--- src/rtl/vliw_pkg.sv ---
package vliw_pkg;
  localparam int ATOM_W      = 32;
  localparam int MAX_SLOTS   = 4;
  localparam int SHORT_SLOTS = 2;
  localparam int MOL_W       = ATOM_W * MAX_SLOTS;
  localparam int NUM_REGS    = 64;
  localparam int REG_W       = $clog2(NUM_REGS);
  localparam int OP_W        = 6;
  localparam int IMM_W       = ATOM_W - OP_W - 1 - 3 * REG_W;
  localparam int NUM_UNITS   = 5;
  localparam int UNIT_W      = $clog2(NUM_UNITS);
  localparam int FMT_BIT     = 0;

  localparam logic [UNIT_W-1:0] UNIT_INT0 = 3'd0;
  localparam logic [UNIT_W-1:0] UNIT_INT1 = 3'd1;
  localparam logic [UNIT_W-1:0] UNIT_FPU  = 3'd2;
  localparam logic [UNIT_W-1:0] UNIT_LSU  = 3'd3;
  localparam logic [UNIT_W-1:0] UNIT_BRU  = 3'd4;

  typedef struct packed {
    logic [OP_W-1:0]  op;
    logic             cc;
    logic [REG_W-1:0] dst;
    logic [REG_W-1:0] sa;
    logic [REG_W-1:0] sb;
    logic [IMM_W-1:0] imm;
  } atom_t;

  typedef struct packed {
    logic  vld;
    atom_t atom;
  } issue_t;

  // unit fed by a slot in the four-slot format
  function automatic logic [UNIT_W-1:0] long_unit(input int slot);
    case (slot)
      0:       return UNIT_INT0;
      1:       return UNIT_FPU;
      2:       return UNIT_LSU;
      default: return UNIT_BRU;
    endcase
  endfunction

  // unit fed by a slot in the two-slot format
  function automatic logic [UNIT_W-1:0] short_unit(input int slot);
    return (slot == 0) ? UNIT_INT0 : UNIT_INT1;
  endfunction
endpackage

--- src/rtl/atom_decode.sv ---
module atom_decode
  import vliw_pkg::*;
(
  input  atom_t  raw_i,
  input  logic   present_i,
  output issue_t slot_o
);
  logic live;

  assign live = present_i && (raw_i.op != '0);

  always_comb begin
    slot_o.vld  = live;
    slot_o.atom = live ? raw_i : '0;
  end
endmodule

--- src/rtl/slot_router.sv ---
module slot_router
  import vliw_pkg::*;
(
  input  issue_t slots_i [MAX_SLOTS],
  input  logic   is_long_i,
  output issue_t units_o [NUM_UNITS]
);
  always_comb begin
    for (int u = 0; u < NUM_UNITS; u++) units_o[u] = '0;
    for (int s = 0; s < MAX_SLOTS; s++) begin
      if (is_long_i)
        units_o[long_unit(s)] = slots_i[s];
      else if (s < SHORT_SLOTS)
        units_o[short_unit(s)] = slots_i[s];
    end
  end
endmodule

--- src/rtl/vliw_dispatch.sv ---
module vliw_dispatch
  import vliw_pkg::*;
(
  input  logic                       clk,
  input  logic                       rst,
  input  logic                       stall,
  input  logic                       mol_vld,
  input  logic [MOL_W-1:0]           mol_data,
  output logic                       issue_long,
  output logic [NUM_UNITS-1:0]       u_vld,
  output logic [NUM_UNITS*OP_W-1:0]  u_op,
  output logic [NUM_UNITS-1:0]       u_cc,
  output logic [NUM_UNITS*REG_W-1:0] u_dst,
  output logic [NUM_UNITS*REG_W-1:0] u_sa,
  output logic [NUM_UNITS*REG_W-1:0] u_sb,
  output logic [NUM_UNITS*IMM_W-1:0] u_imm
);
  issue_t slot_dec [MAX_SLOTS];
  issue_t unit_nxt [NUM_UNITS];
  issue_t unit_q   [NUM_UNITS];
  logic   is_long;
  logic   long_q;

  assign is_long = mol_data[FMT_BIT];

  for (genvar s = 0; s < MAX_SLOTS; s++) begin : g_slot
    atom_decode u_dec (
      .raw_i     (atom_t'(mol_data[s*ATOM_W +: ATOM_W])),
      .present_i (is_long || (s < SHORT_SLOTS)),
      .slot_o    (slot_dec[s])
    );
  end

  slot_router u_route (
    .slots_i   (slot_dec),
    .is_long_i (is_long),
    .units_o   (unit_nxt)
  );

  always_ff @(posedge clk) begin
    if (rst) begin
      for (int u = 0; u < NUM_UNITS; u++) unit_q[u] <= '0;
      long_q <= 1'b0;
    end else if (!stall) begin
      for (int u = 0; u < NUM_UNITS; u++)
        unit_q[u] <= mol_vld ? unit_nxt[u] : '0;
      long_q <= mol_vld && is_long;
    end
  end

  assign issue_long = long_q;

  for (genvar u = 0; u < NUM_UNITS; u++) begin : g_out
    assign u_vld[u]                 = unit_q[u].vld;
    assign u_op[u*OP_W +: OP_W]     = unit_q[u].atom.op;
    assign u_cc[u]                  = unit_q[u].atom.cc;
    assign u_dst[u*REG_W +: REG_W]  = unit_q[u].atom.dst;
    assign u_sa[u*REG_W +: REG_W]   = unit_q[u].atom.sa;
    assign u_sb[u*REG_W +: REG_W]   = unit_q[u].atom.sb;
    assign u_imm[u*IMM_W +: IMM_W]  = unit_q[u].atom.imm;


    idle_unit_zero_chk: assert property (@(posedge clk) disable iff (rst)
      !u_vld[u] |-> (u_op[u*OP_W +: OP_W] == '0 && !u_cc[u]
                     && u_dst[u*REG_W +: REG_W] == '0));
  end


  stall_hold_chk: assert property (@(posedge clk) disable iff (rst)
    stall |=> ($stable(u_vld) && $stable(u_op) && $stable(u_dst) && $stable(issue_long)));


  bubble_chk: assert property (@(posedge clk) disable iff (rst)
    (!stall && !mol_vld) |=> (u_vld == '0 && !issue_long));


  long_no_int1_chk: assert property (@(posedge clk) disable iff (rst)
    (!stall && mol_vld && mol_data[FMT_BIT]) |=> !u_vld[UNIT_INT1]);


  short_no_upper_chk: assert property (@(posedge clk) disable iff (rst)
    (!stall && mol_vld && !mol_data[FMT_BIT]) |=>
      (!u_vld[UNIT_FPU] && !u_vld[UNIT_LSU] && !u_vld[UNIT_BRU]));


  fmt_track_chk: assert property (@(posedge clk) disable iff (rst)
    (!stall && mol_vld) |=> (issue_long == $past(mol_data[FMT_BIT])));
endmodule

--- config.mk ---
export PLATFORM = sky130hd
export DESIGN_NAME = vliw_dispatch
export DESIGN_NICKNAME = d
export VERILOG_FILES = /design/src/rtl/vliw_pkg.sv /design/src/rtl/atom_decode.sv /design/src/rtl/slot_router.sv /design/src/rtl/vliw_dispatch.sv
export SDC_FILE = /design/constraint.sdc
export NUM_CORES = 1
export LEC_CHECK = 0
export BUFFER_PORTS_ARGS = -buffer_cell sky130_fd_sc_hd__buf_2
export CAP_MARGIN = 20
export CORE_MARGIN = 5
export CORE_UTILIZATION = 48
export DETAILED_ROUTE_END_ITERATION = 10
export PLACE_DENSITY = 0.81
export SLEW_MARGIN = 20
export SYNTH_ARGS = -nofsm -noshare
export SYNTH_HDL_FRONTEND = slang
export SYNTH_SLANG_ARGS = --single-unit
--- constraint.sdc ---
create_clock -name clk -period 6.4 [get_ports clk]
set_input_delay 0.96 -clock clk [delete_from_list [all_inputs] [get_ports clk]]
set_output_delay 0.96 -clock clk [all_outputs]
set_load 0.01 [all_outputs]
# [Yosys cells after proc, flatten, opt, wreduce, memory -nomap -nowiden]
# Memory sizes are Yosys's and may differ from the RTL's.
# Index checks and enable logic that the tools add are counted.
[op_classes] order_cmp=8 n_mux=41 bitwise_logic=10 reduce_logical=11
[op_table] cell="33-bit two-way mux" count=17
[op_table] cell="165-bit bitwise mux" count=3
[op_table] cell="33-bit demux with 3-bit select" count=4
[op_table] cell="165-bit two-way mux" count=2
[op_table] cell="165-bit AND" count=1
[op_table] cell="132-bit two-way mux" count=1
[op_table] cell="32-bit two-way mux" count=4
[op_table] cell="99-bit two-way mux" count=1
[op_table] cell="6-bit nonzero test" count=4
[op_table] cell="4-bit >= comparator, second input constant" count=4
[op_table] cell="4-bit by 1-bit less-than comparator with 1-bit output, second input constant" count=4
[op_table] cell="3-bit inverter with 4-bit output" count=4
[op_table] cell="3-bit two-way mux" count=4
[op_table] cell="1-bit logical AND" count=7
[op_table] cell="1-bit two-way mux" count=5
[op_table] cell="1-bit bitwise OR" count=5
[word_totals] ff_bits=1 ramBits=165 in_bits=132 out_inout_bits=166 elab_cells=72 memories=1
[mem_list] name="unit_q" depth=5 word_bits=33 rd=5 rd_clocked_by_memory_dff=0 wr=5 line="vliw_dispatch.sv:20" rtl="issue_t unit_q [NUM_UNITS];"

# [Longest topological paths before layout]
[depth] word_depth=16 depth_mapped=4 ltp_nobuf=2

# [By module]
# Synthesis repeated with hierarchy kept, for this count alone.
[hier_totals] cells_unflattened=810 hier_area_um2=8734.6
[modules_own_cells] module="vliw_dispatch" instances=1 cells_per_inst=355 area_each_um2=6139.6 seq_area_each_um2=4974.8
[modules_own_cells] module="atom_decode" instances=4 cells_per_inst=69 area_each_um2=352.8 seq_area_each_um2=0.0
[modules_own_cells] module="slot_router" instances=1 cells_per_inst=179 area_each_um2=1183.6 seq_area_each_um2=0.0

# [Least setup slack after synthesis]
# OpenSTA, ideal clock, no wires.
[synth_path] kind="input-to-reg" from="in rst" to="mem unit_q[0][0] (netlist bit) (enable)" setup_ns=0.555 arrival_ns=5.449 t_required_ns=5.845 slack_ns=0.396 path_stages=3 path_buffers=2 path_cell_list="clkbuf_1 clkbuf_1 nand2b_1"
[synth_rtl] item="start: declaration" line="vliw_dispatch.sv:5" rtl="input logic rst,"
[synth_rtl] item="end: declaration" line="vliw_dispatch.sv:20"

==> results.py <==
metrics = {
    "status": {
        "outcome": "finished, final reports clean",
    },
    "finish": {
        "num-nets-final": 911,
        "drive_gt1_frac": 0.463,
        "syn2layout_area_growth_pct": 32.6,
        "final_cell_mix": "buf_2, edfxtp_1, a211oi_1",
        "diodes": 0,
        "final_common_cell": "buf_2",
    },
    "critical_path": {
        "end_kind": "register",
        "setup.worst_path.start_class": "primary input",
        "worstPathMaxFanout": 53,
        "slowest_stage": "buf_4",
        "crit_family": "buffers and inverters",
        "path_cells": "buf_2 -> nand2b_4 -> buf_4",
        "cp_data_required_time_ns": 6.44,
        "worstPathArrival_ns": 2.63,
        "cp.buffers_inverters": 2,
        "critPathMaxStageDelay_ns": 0.66,
        "critPathKind": "in -> reg",
    },
    "synthesis": {
        "yosys.area_share.simple": 0.0859,
        "syn-num-nets": 626,
        "netlist_area_um2": 7110,
        "synth-seq-area-share": 0.700,
        "yosys.area_share.xor_xnor": 0,
        "muxShareOfSynthArea": 0,
        "synth_cell_types": 21,
        "synth_top_family_by_area": "compound AO/OA/AOI/OAI gates",
        "syn_inst": 494,
        "synthAdderAreaFrac": 0,
        "synth_area_per_cell_um2": 14.4,
        "ys_ff_latch": 166,
        "yosysWarnings": 0,
        "synth_compound_area_frac": 0.146,
    },
    "routing": {
        "wire_per_inst_um": 18.1,
        "dr.pass1.iters": 5,
        "drt_iter0_drc": 296,
        "post_drt_via_cell_ratio": 5.27,
        "drcViolationCount": 0,
        "wl_um": 17600,
        "vias": 5146,
        "antenna_left": 0,
    },
    "floorplanning": {
        "die_y_um": 132,
        "core_um2": 14500,
        "die_w_um": 132,
        "initial_core_util": 0.489,
        "std_cell_rows": 44,
        "die-area_um2": 17400,
        "ioPinCount": 298,
    },
    "sta": {
        "period_share": 0.404,
        "tns_ns": 0,
        "setup_violations": 0,
        "slew_violations": 0,
        "hold_violations": 0,
        "tightest_slew_ns": 0.676,
        "maxSlewHeadroom": 0.549,
        "rsz0062_at_grt": "false",
        "fmax_mhz": 386,
        "timing.final.ws_setup_ns": 3.81,
        "period_minus_slack_ns": 2.59,
        "clock_skew_ns": 0,
    },
    "clock_network": {
        "post_cts_buffers": 0,
        "cts_resized": 0,
        "cts_tree": "yes",
        "cts.sinks": 166,
        "ctsRootBufferMaster": "clkbuf_16",
        "clk_pin_slew_worst_paths_ns": 0.06,
        "clk_path_buf_depth": 2,
        "clk_latency_ns": 0.41,
        "numCtsBuffers": 17,
        "cts_hold_buf": 0,
        "htree_levels": 4,
    },
    "power_and_ir_drop": {
        "power_frac_comb": 0.099,
        "swShare": 0.221,
        "pwr-share-seq": 0.496,
        "ir_worst_vdd_uv": 159,
        "p_int_mw": 2.02,
        "pwr-share-clk": 0.405,
        "cellLeakagePower_nw": 4.24,
        "p_switching_mw": 0.575,
        "power.density_nw_per_um2": 275,
    },
    "place": {
        "dp_slack_ns": 2.94,
        "dp_hpwl_um": 12600,
        "place_congestion": 0.804,
        "io_buffer_count": 297,
    },
    "flow_run": {
        "drv_cap": 0,
    },
    "global_route": {
        "grt_pass1_wl_um": 27600,
        "antenna_found_initial": 0,
        "grt_usage": 0.199,
        "grt_remaining_overflow": 0,
        "first_global_vias": 5190,
        "grt_max_degree": 92,
    },
    "min_path": {
        "hold_path.class": "reg -> reg",
    },
}
-- per-stage QoR --
| stage | util | hold slack (ns) | cells | power (mW) | area (um2) |
|---|---|---|---|---|---|
| after floorplan | - | 0.478 | 494 | 1.43 | 7110 |
| after global placement | 0.603 | 0.440 | 941 | 1.56 | 8770 |
| after detailed placement | 0.604 | 0.462 | 942 | 1.57 | 8780 |
| after CTS | 0.647 | 0.474 | 974 | 2.62 | 9400 |
| after global routing | 0.649 | 0.515 | 976 | 2.70 | 9430 |
| final | 0.649 | 0.466 | 976 | 2.60 | 9430 |
-- worst min-delay path, delay by kind of cell (launching register included) --
| kind | cells | cell delay, ns |
|---|---|---|
| AO/OA/AOI/OAI | 1 | 0.06 |
| flip-flops | 1 | 0.31 |
| buffers and inverters | 1 | 0.05 |
-- power groups by stage --
stage | registers [mW] | logic [mW] | clock network, mW
floorplan | 1.36 | 0.0772 | 0
global placement | 1.31 | 0.253 | 0
detailed placement | 1.31 | 0.258 | 0
CTS | 1.29 | 0.259 | 1.07
global route | 1.29 | 0.279 | 1.13
finish | 1.29 | 0.258 | 1.05
-- final timing paths --
kind,startpoint,endpoint,slack [ns],depth (start not counted)
worst max register to register,issue_long,issue_long,5.85,2
worst min-delay path,issue_long,issue_long,0.47,2
worst min register to register,issue_long,issue_long,0.47,2
worst max-delay path,rst,unit_q[0][62],3.81,3
-- cells by family after synthesis --
group,after synthesis
AOI/OAI and AO/OA,136
and+or+nand+nor,69
DFF,166
buffers and inverters,123
-- layer usage --
layer  track usage  wire length [um]  part of all wire
met2         0.334              9060              0.51
met5             0                 0                 0
met4        0.0674               337             0.019
met1         0.236              6670              0.38
met3        0.0768              1550             0.088
-- state kept, by name (all words and copies together), names as in the netlist --
signal	count
issue_long	1
unit_q	165
-- final cells by class --
cell class                      count  area [um2]
Multi-Input combinational cell    205        1710
Fill cell                        1087        5100
Tap cell                          184         230
Inverter                           79         297
Timing Repair Buffer              310        1610
Clock buffer                       20         437
Sequential cell                   166        4970
Clock inverter                     12         178
-- cells in the mapped netlist, drive strengths merged --
cell type | instances | area [um2]
edfxtp | 165 | 4950
a211oi | 104 | 876
inv | 79 | 297
clkbuf | 33 | 124
a21oi | 30 | 150
and2 | 30 | 188
nand4bb | 26 | 293
buf | 11 | 67.6
nor2 | 4 | 15.0
nor4 | 4 | 58.8
a21boi | 1 | 7.51
and4bb | 1 | 12.5
dfxtp | 1 | 20.0
nand2b | 1 | 6.26
nor3b | 1 | 12.5
nor4b | 1 | 15.0
o21ai | 1 | 5.00
or4b | 1 | 10.0
Power figures use the tool's default switching activity.
